File: src/rtl/sat_flag_pkg.sv
package sat_flag_pkg;

    localparam int FLAG_W      = 32;
    localparam int STORE_W     = FLAG_W - 1;
    localparam int ERR_POS     = 31;

    localparam logic [FLAG_W-1:0] HOST_KEEP = 32'h7FFF_F000;
    localparam logic [FLAG_W-1:0] ERR_SET   = 32'h7F87_E000;

    localparam int MAC_LANES = 4;
    localparam int IR_LANES  = 3;

    localparam int MAC_OVF_POS [MAC_LANES] = '{16, 30, 29, 28};
    localparam int MAC_UNF_POS [MAC_LANES] = '{15, 27, 26, 25};
    localparam int IR_SAT_POS  [IR_LANES]  = '{24, 23, 22};

    localparam int SZ_POS  = 18;
    localparam int DIV_POS = 17;
    localparam int SX_POS  = 14;
    localparam int SY_POS  = 13;
    localparam int IR0_POS = 12;

    localparam longint IR_HI   = 32767;
    localparam longint IR_LO   = -32768;
    localparam longint IR0_HI  = 4096;
    localparam longint SXY_HI  = 1023;
    localparam longint SXY_LO  = -1024;
    localparam longint SZ_HI   = 65535;
    localparam longint DIV_HI  = 131071;

endpackage

File: src/rtl/mac_wrap.sv
module mac_wrap #(
    parameter int IN_W  = 64,
    parameter int OUT_W = 32
) (
    input  logic [IN_W-1:0]  raw,
    output logic [OUT_W-1:0] val,
    output logic             ovf,
    output logic             unf
);
    localparam int TOP = IN_W - 2;
    localparam int BOT = OUT_W - 1;

    logic sign_bit;
    logic any_one;
    logic all_one;

    assign sign_bit = raw[IN_W-1];
    assign any_one  = |raw[TOP:BOT];
    assign all_one  = &raw[TOP:BOT];

    assign val = raw[OUT_W-1:0];
    assign ovf = !sign_bit && any_one;
    assign unf = sign_bit && !all_one;
endmodule

File: src/rtl/range_clamp.sv
module range_clamp #(
    parameter int     IN_W   = 32,
    parameter int     OUT_W  = 16,
    parameter longint HI     = 32767,
    parameter longint LO     = -32768,
    parameter longint LO_ALT = 0
) (
    input  logic [IN_W-1:0]  raw,
    input  logic             use_alt,
    output logic [OUT_W-1:0] val,
    output logic             hit
);
    localparam logic signed [63:0] HI_S  = 64'(HI);
    localparam logic signed [63:0] LO_S  = 64'(LO);
    localparam logic signed [63:0] ALT_S = 64'(LO_ALT);

    logic signed [63:0] wide;
    logic signed [63:0] lo_sel;

    assign wide   = {{(64-IN_W){raw[IN_W-1]}}, raw};
    assign lo_sel = use_alt ? ALT_S : LO_S;

    always_comb begin
        if (wide > HI_S) begin
            val = HI_S[OUT_W-1:0];
            hit = 1'b1;
        end else if (wide < lo_sel) begin
            val = lo_sel[OUT_W-1:0];
            hit = 1'b1;
        end else begin
            val = wide[OUT_W-1:0];
            hit = 1'b0;
        end
    end
endmodule

File: src/rtl/sticky_flags.sv
module sticky_flags #(
    parameter int             W    = 31,
    parameter logic [W-1:0]   KEEP = '1
) (
    input  logic         clk,
    input  logic         rst_n,
    input  logic         clr,
    input  logic         wr,
    input  logic [W-1:0] wdata,
    input  logic [W-1:0] set,
    output logic [W-1:0] q
);
    always_ff @(posedge clk or negedge rst_n) begin
        if (!rst_n) begin
            q <= '0;
        end else if (clr) begin
            q <= '0;
        end else if (wr) begin
            q <= (wdata | set) & KEEP;
        end else begin
            q <= q | (set & KEEP);
        end
    end
endmodule

File: src/rtl/sat_flag_unit.sv
module sat_flag_unit
    import sat_flag_pkg::*;
#(
    parameter int MAC_IN_W = 64,
    parameter int REG_W    = 32,
    parameter int IN_W     = 32,
    parameter int IR_W     = 16,
    parameter int DIV_W    = 17
) (
    input  logic                               clk,
    input  logic                               rst_n,
    input  logic [MAC_LANES-1:0]               mac_vld,
    input  logic [MAC_LANES-1:0][MAC_IN_W-1:0] mac_raw,
    output logic [MAC_LANES-1:0][REG_W-1:0]    mac_out,
    input  logic [IR_LANES-1:0]                ir_vld,
    input  logic [IR_LANES-1:0]                ir_lm,
    input  logic [IR_LANES-1:0][IN_W-1:0]      ir_raw,
    output logic [IR_LANES-1:0][IR_W-1:0]      ir_out,
    input  logic                               ir0_vld,
    input  logic [IN_W-1:0]                    ir0_raw,
    output logic [IR_W-1:0]                    ir0_out,
    input  logic                               sxy_vld,
    input  logic [IN_W-1:0]                    sx_raw,
    input  logic [IN_W-1:0]                    sy_raw,
    output logic [IR_W-1:0]                    sx_out,
    output logic [IR_W-1:0]                    sy_out,
    input  logic                               sz_vld,
    input  logic [IN_W-1:0]                    sz_raw,
    output logic [IR_W-1:0]                    sz_out,
    input  logic                               div_vld,
    input  logic [IN_W-1:0]                    div_raw,
    output logic [DIV_W-1:0]                   div_out,
    input  logic                               flag_clr,
    input  logic                               host_wr,
    input  logic [FLAG_W-1:0]                  host_wdata,
    output logic [FLAG_W-1:0]                  flag_word
);
    localparam int DIV_IN_W = IN_W + 1;

    logic [MAC_LANES-1:0] m_ovf;
    logic [MAC_LANES-1:0] m_unf;
    logic [IR_LANES-1:0]  ir_hit;
    logic                 ir0_hit;
    logic                 sx_hit;
    logic                 sy_hit;
    logic                 sz_hit;
    logic                 div_hit;
    logic [STORE_W-1:0]   set_vec;
    logic [STORE_W-1:0]   store_q;

    // accumulator lanes: wrap to the low word, report direction of escape
    for (genvar g = 0; g < MAC_LANES; g++) begin : g_mac
        mac_wrap #(
            .IN_W  (MAC_IN_W),
            .OUT_W (REG_W)
        ) u_wrap (
            .raw (mac_raw[g]),
            .val (mac_out[g]),
            .ovf (m_ovf[g]),
            .unf (m_unf[g])
        );
    end

    // intermediate lanes: signed clamp with a switchable lower bound
    for (genvar g = 0; g < IR_LANES; g++) begin : g_ir
        range_clamp #(
            .IN_W   (IN_W),
            .OUT_W  (IR_W),
            .HI     (IR_HI),
            .LO     (IR_LO),
            .LO_ALT (0)
        ) u_clamp (
            .raw     (ir_raw[g]),
            .use_alt (ir_lm[g]),
            .val     (ir_out[g]),
            .hit     (ir_hit[g])
        );
    end

    range_clamp #(
        .IN_W (IN_W), .OUT_W (IR_W), .HI (IR0_HI), .LO (0), .LO_ALT (0)
    ) u_ir0 (
        .raw (ir0_raw), .use_alt (1'b0), .val (ir0_out), .hit (ir0_hit)
    );

    range_clamp #(
        .IN_W (IN_W), .OUT_W (IR_W), .HI (SXY_HI), .LO (SXY_LO), .LO_ALT (SXY_LO)
    ) u_sx (
        .raw (sx_raw), .use_alt (1'b0), .val (sx_out), .hit (sx_hit)
    );

    range_clamp #(
        .IN_W (IN_W), .OUT_W (IR_W), .HI (SXY_HI), .LO (SXY_LO), .LO_ALT (SXY_LO)
    ) u_sy (
        .raw (sy_raw), .use_alt (1'b0), .val (sy_out), .hit (sy_hit)
    );

    range_clamp #(
        .IN_W (IN_W), .OUT_W (IR_W), .HI (SZ_HI), .LO (0), .LO_ALT (0)
    ) u_sz (
        .raw (sz_raw), .use_alt (1'b0), .val (sz_out), .hit (sz_hit)
    );

    // quotient is unsigned: a zero guard bit keeps it non-negative
    range_clamp #(
        .IN_W (DIV_IN_W), .OUT_W (DIV_W), .HI (DIV_HI), .LO (0), .LO_ALT (0)
    ) u_div (
        .raw ({1'b0, div_raw}), .use_alt (1'b0), .val (div_out), .hit (div_hit)
    );

    // gather this cycle's flag sets, qualified by their strobes
    always_comb begin
        set_vec = '0;
        for (int i = 0; i < MAC_LANES; i++) begin
            if (mac_vld[i] && m_ovf[i]) set_vec[MAC_OVF_POS[i]] = 1'b1;
            if (mac_vld[i] && m_unf[i]) set_vec[MAC_UNF_POS[i]] = 1'b1;
        end
        for (int i = 0; i < IR_LANES; i++) begin
            if (ir_vld[i] && ir_hit[i]) set_vec[IR_SAT_POS[i]] = 1'b1;
        end
        if (ir0_vld && ir0_hit) set_vec[IR0_POS] = 1'b1;
        if (sxy_vld && sx_hit)  set_vec[SX_POS]  = 1'b1;
        if (sxy_vld && sy_hit)  set_vec[SY_POS]  = 1'b1;
        if (sz_vld && sz_hit)   set_vec[SZ_POS]  = 1'b1;
        if (div_vld && div_hit) set_vec[DIV_POS] = 1'b1;
    end

    sticky_flags #(
        .W    (STORE_W),
        .KEEP (HOST_KEEP[STORE_W-1:0])
    ) u_flags (
        .clk   (clk),
        .rst_n (rst_n),
        .clr   (flag_clr),
        .wr    (host_wr),
        .wdata (host_wdata[STORE_W-1:0]),
        .set   (set_vec),
        .q     (store_q)
    );

    assign flag_word = {|(store_q & ERR_SET[STORE_W-1:0]), store_q};
endmodule

File: config.mk
export PLATFORM = sky130hd
export DESIGN_NAME = sat_flag_unit
export DESIGN_NICKNAME = d
export VERILOG_FILES = /design/src/rtl/sat_flag_pkg.sv /design/src/rtl/mac_wrap.sv /design/src/rtl/range_clamp.sv /design/src/rtl/sticky_flags.sv /design/src/rtl/sat_flag_unit.sv
export SDC_FILE = /design/constraint.sdc
export NUM_CORES = 1
export LEC_CHECK = 0
export BUFFER_PORTS_ARGS = -buffer_cell sky130_fd_sc_hd__buf_4
export CORE_AREA = 2 2 332 334
export DETAILED_ROUTE_END_ITERATION = 10
export DIE_AREA = 0 0 334 336
export GPL_ROUTABILITY_DRIVEN = 0
export PLACE_DENSITY_LB_ADDON = 0.05
export SYNTH_ARGS = -nofsm -noshare
export SYNTH_HDL_FRONTEND = slang
export SYNTH_SLANG_ARGS = --single-unit
File: constraint.sdc
create_clock -name clk -period 1.9 [get_ports clk]
set_input_delay 0.19 -clock clk [delete_from_list [all_inputs] [get_ports clk]]
set_output_delay 0.19 -clock clk [all_outputs]
set_load 0.02 [all_outputs]
==> flow_summary.json <==
{
  "cts-root-buf": "clkbuf_16",
  "area_delta_synth_final_pct": 145,
  "nFillCells": 12600,
  "cp_max_fo": 8,
  "initial_core_util_pct": 4.67,
  "skew_ns": 0,
  "crit_family": "compound AO/OA/AOI/OAI gates",
  "regArea_sq_um": 475,
  "stdcell_area_sq_um": 12400,
  "vdd_drop_max_mv": 0.340,
  "cpMostUsedCell": "buf_12",
  "dieWidth_microns": 334,
  "post-dp-hpwl_mm": 39.6,
  "viasPerCell": 2.76,
  "cp.required_ns": 1.71,
  "cap_violations": 0,
  "antenna_found_initial": 6,
  "ys_types": 47,
  "min_to": "u_flags.q[20]$_DFFE_PN0P_",
  "die_h_microns": 336,
  "synth_area_per_cell_sq_um": 7.27,
  "grt_pass1_vias": 8053,
  "drive_gt1_share_pct": 68.5,
  "cts_made_buffers": 3,
  "synthCells": 697,
  "synth_edf_count": 0,
  "drc": 0,
  "rr_startpoint": "u_flags.q[23]$_DFF_PN0_",
  "cts_htree_levels": 1,
  "crit_path_cell_trace": "buf_16 -> buf_12 -> ha_4 -> o21a_1 -> nor2_2 -> o311a_1 -> o32ai_4 -> buf_12 -> mux2_4 -> buf_6",
  "yosysSeqAreaShare_pct": 9.39,
  "portBuffers": 574,
  "hold_class": "input pin to flop",
  "grt_max_degree": 20,
  "hold_viol_final": 0,
  "cp-end-kind": "primary output",
  "grt.overflow.total": 0,
  "clkSinkCount": 19,
  "largestRegisters": "u_flags.q (19)",
  "setup-tns-final_ns": -13.16,
  "placed_cell_area_sq_um": 10900,
  "final_core_util_pct": 11.4,
  "slowest_delay_ns": 0.39,
  "async_reset_ff_share_pct": 100,
  "reg2reg_to": "u_flags.q[23]$_DFF_PN0_",
  "fmax_ghz": 0.421,
  "grtUsageTotal_pct": 7.44,
  "coreArea_sq_um": 108000,
  "min_period_ns": 2.38,
  "min_from": "host_wdata[20]",
  "synth_area_sq_um": 5060,
  "powerDensity_nw_per_um2": 296,
  "ys_ff_latch": 19,
  "yosys_warnings": 0,
  "maxSlewViolCount": 0,
  "crit_type": "input pin to primary output",
  "ys.flop_type": "dfrtp_1",
  "wl_per_cell_microns": 16.9,
  "yosys.cell_count.top_type": "buf_4",
  "total_power_uw": 3670,
  "startpoint_type": "input pin",
  "synthTopCellsByArea": "buf_4 (21%), ha_1 (12%), nor4_1 (9.6%), dfrtp_1 (9.4%), nand4_1 (7.2%)",
  "whs_path_depth": 3,
  "rows": 121,
  "drtIter0Drc": 103,
  "yosysTopAreaCell": "buf_4",
  "largest-register": "u_flags.q",
  "min_period_over_period_pct": 125,
  "dr.pass1.iters": 4,
  "layout.nets": 1843,
  "setup_viol": 60,
  "grt_pass1_wl_mm": 59.4,
  "rsz0062_at_grt": "yes",
  "critPathSlowestCell": "o311a_1",
  "worst_pin_slew_ns": 0.568,
  "die_area_sq_um": 112000,
  "clk_pin_slew_ns": 0.10,
  "timing.final.ws_setup_ns": -0.477,
  "multi_input_area_sq_um": 4320,
  "status": "finished with violations",
  "leakage_uw": 0.00527,
  "ff2ff_path_depth": 3,
  "drtAntennaViolNets": 0,
  "drt-total-wl_mm": 44.8,
  "cts_tree": "yes",
  "worstPathArrival_ns": 2.19,
  "largest_reg_flops": 19,
  "worst-path-buf-inv": 4,
  "io_pins": 851,
  "clockBufferDepth": 2,
  "r2r_slack_ns": 0.65,
  "vias": 7311,
  "synth.cells.most_frequent": "buf_4 (143), nor4_1 (78), nand4_1 (58)",
  "synth_top_area_share_pct": 21.2,
  "violations": "negative setup slack",
  "clk_latency_ns": 0.30,
  "slew_headroom_pct": 61.8
}
[final cells by class]
| class | instances | area share [%] |
|---|---|---|
| multi-input combinational | 512 | 34.9 |
| tap | 1414 | 14.3 |
| clock inverter | 1 | 0.0404 |
| timing repair buffer | 691 | 46.1 |
| clock buffer | 3 | 0.606 |
| antenna | 3 | 0.0606 |
| inverter | 6 | 0.182 |
| sequential | 19 | 3.84 |
[worst reg2reg max path: cells and delay by family, from the launching register on]
kind | cells | cell delay, ns
AOI/OAI and AO/OA | 1 | 0.10
DFF | 1 | 0.49
and+or+nand+nor | 1 | 0.19
muxes | 1 | 0.34
[how the worst max path moves through the flow]
stage          slack [ns]         end  cells after the start        from
2_1_floorplan       -0.07  ir_out[47]                      6  ir_raw[87]
4_1_cts             -0.51  ir_out[47]                      9    ir_lm[2]
3_3_place_gp        -0.81  ir0_out[2]                      8  ir0_raw[3]
5_1_grt             -0.54  ir_out[47]                     10    ir_lm[2]
6_report            -0.48  ir_out[47]                     10    ir_lm[2]
3_5_place_dp        -0.79  ir_out[47]                      8    ir_lm[2]
[layer usage]
metal	up-vias	wire length (microns)	part of all wire (%)	GRT usage, %
met3	48	4970	11	3.70
met2	400	23300	52	13.8
li1	3529	-	-	-
met5	-	164	0.37	0.766
met4	10	789	1.8	1.54
met1	3324	15500	35	7.35
[placed cells by master (no fill, tap or decap), drive strengths merged, types with 4 or more instances in the layout]
master,count
nand3,9
mux2i,14
dfrtp,19
and2,12
a21oi,26
inv,6
o211ai,8
clkbuf,4
or2,17
conb,15
nand2,55
nor2b,8
o21ai,9
nand4,58
mux2,8
a21o,51
nor4,78
ha,48
nor2,53
buf,689
[timing repair]
item	in CTS	in global routing
resized for setup	157	80
setup endpoints to repair	73	81
pin swaps	58	37
hold buffers	1	0
hold endpoints to repair	19	0
setup buffers	19	5
cloned	4	2
[cell families (layout without fill, tap and decap cells)]
group	count (synthesis)	count (layout)	synth area share, %
and+or+nand+nor	306	306	32.5
other	1	18	0.0740
muxes	22	22	4.62
DFF	19	19	9.39
adders and majority gates	48	48	11.9
buffers and inverters	180	701	24.2
AOI/OAI and AO/OA	121	121	17.4
[metrics by stage]
stage / instances / worst slack (ns) / hold WS [ns]
after CTS: 2642 / -0.511 / 0.110
after floorplan: 711 / -0.0674 / -0.106
after global routing: 2647 / -0.538 / 0.138
after global placement: 2614 / -0.813 / 0.163
after detailed placement: 2614 / -0.785 / 0.185
final: 2649 / -0.477 / 0.132
[power breakdown]
part | internal (uW) | leakage, uW | switching (uW)
logic | 1470 | 0.00499 | 1160
registers | 434 | 0.000243 | 39.1
clock network | 288 | 0.0000409 | 284
total | 2190 | 0.00527 | 1480
No activity file was read; power rests on OpenSTA's default activity.
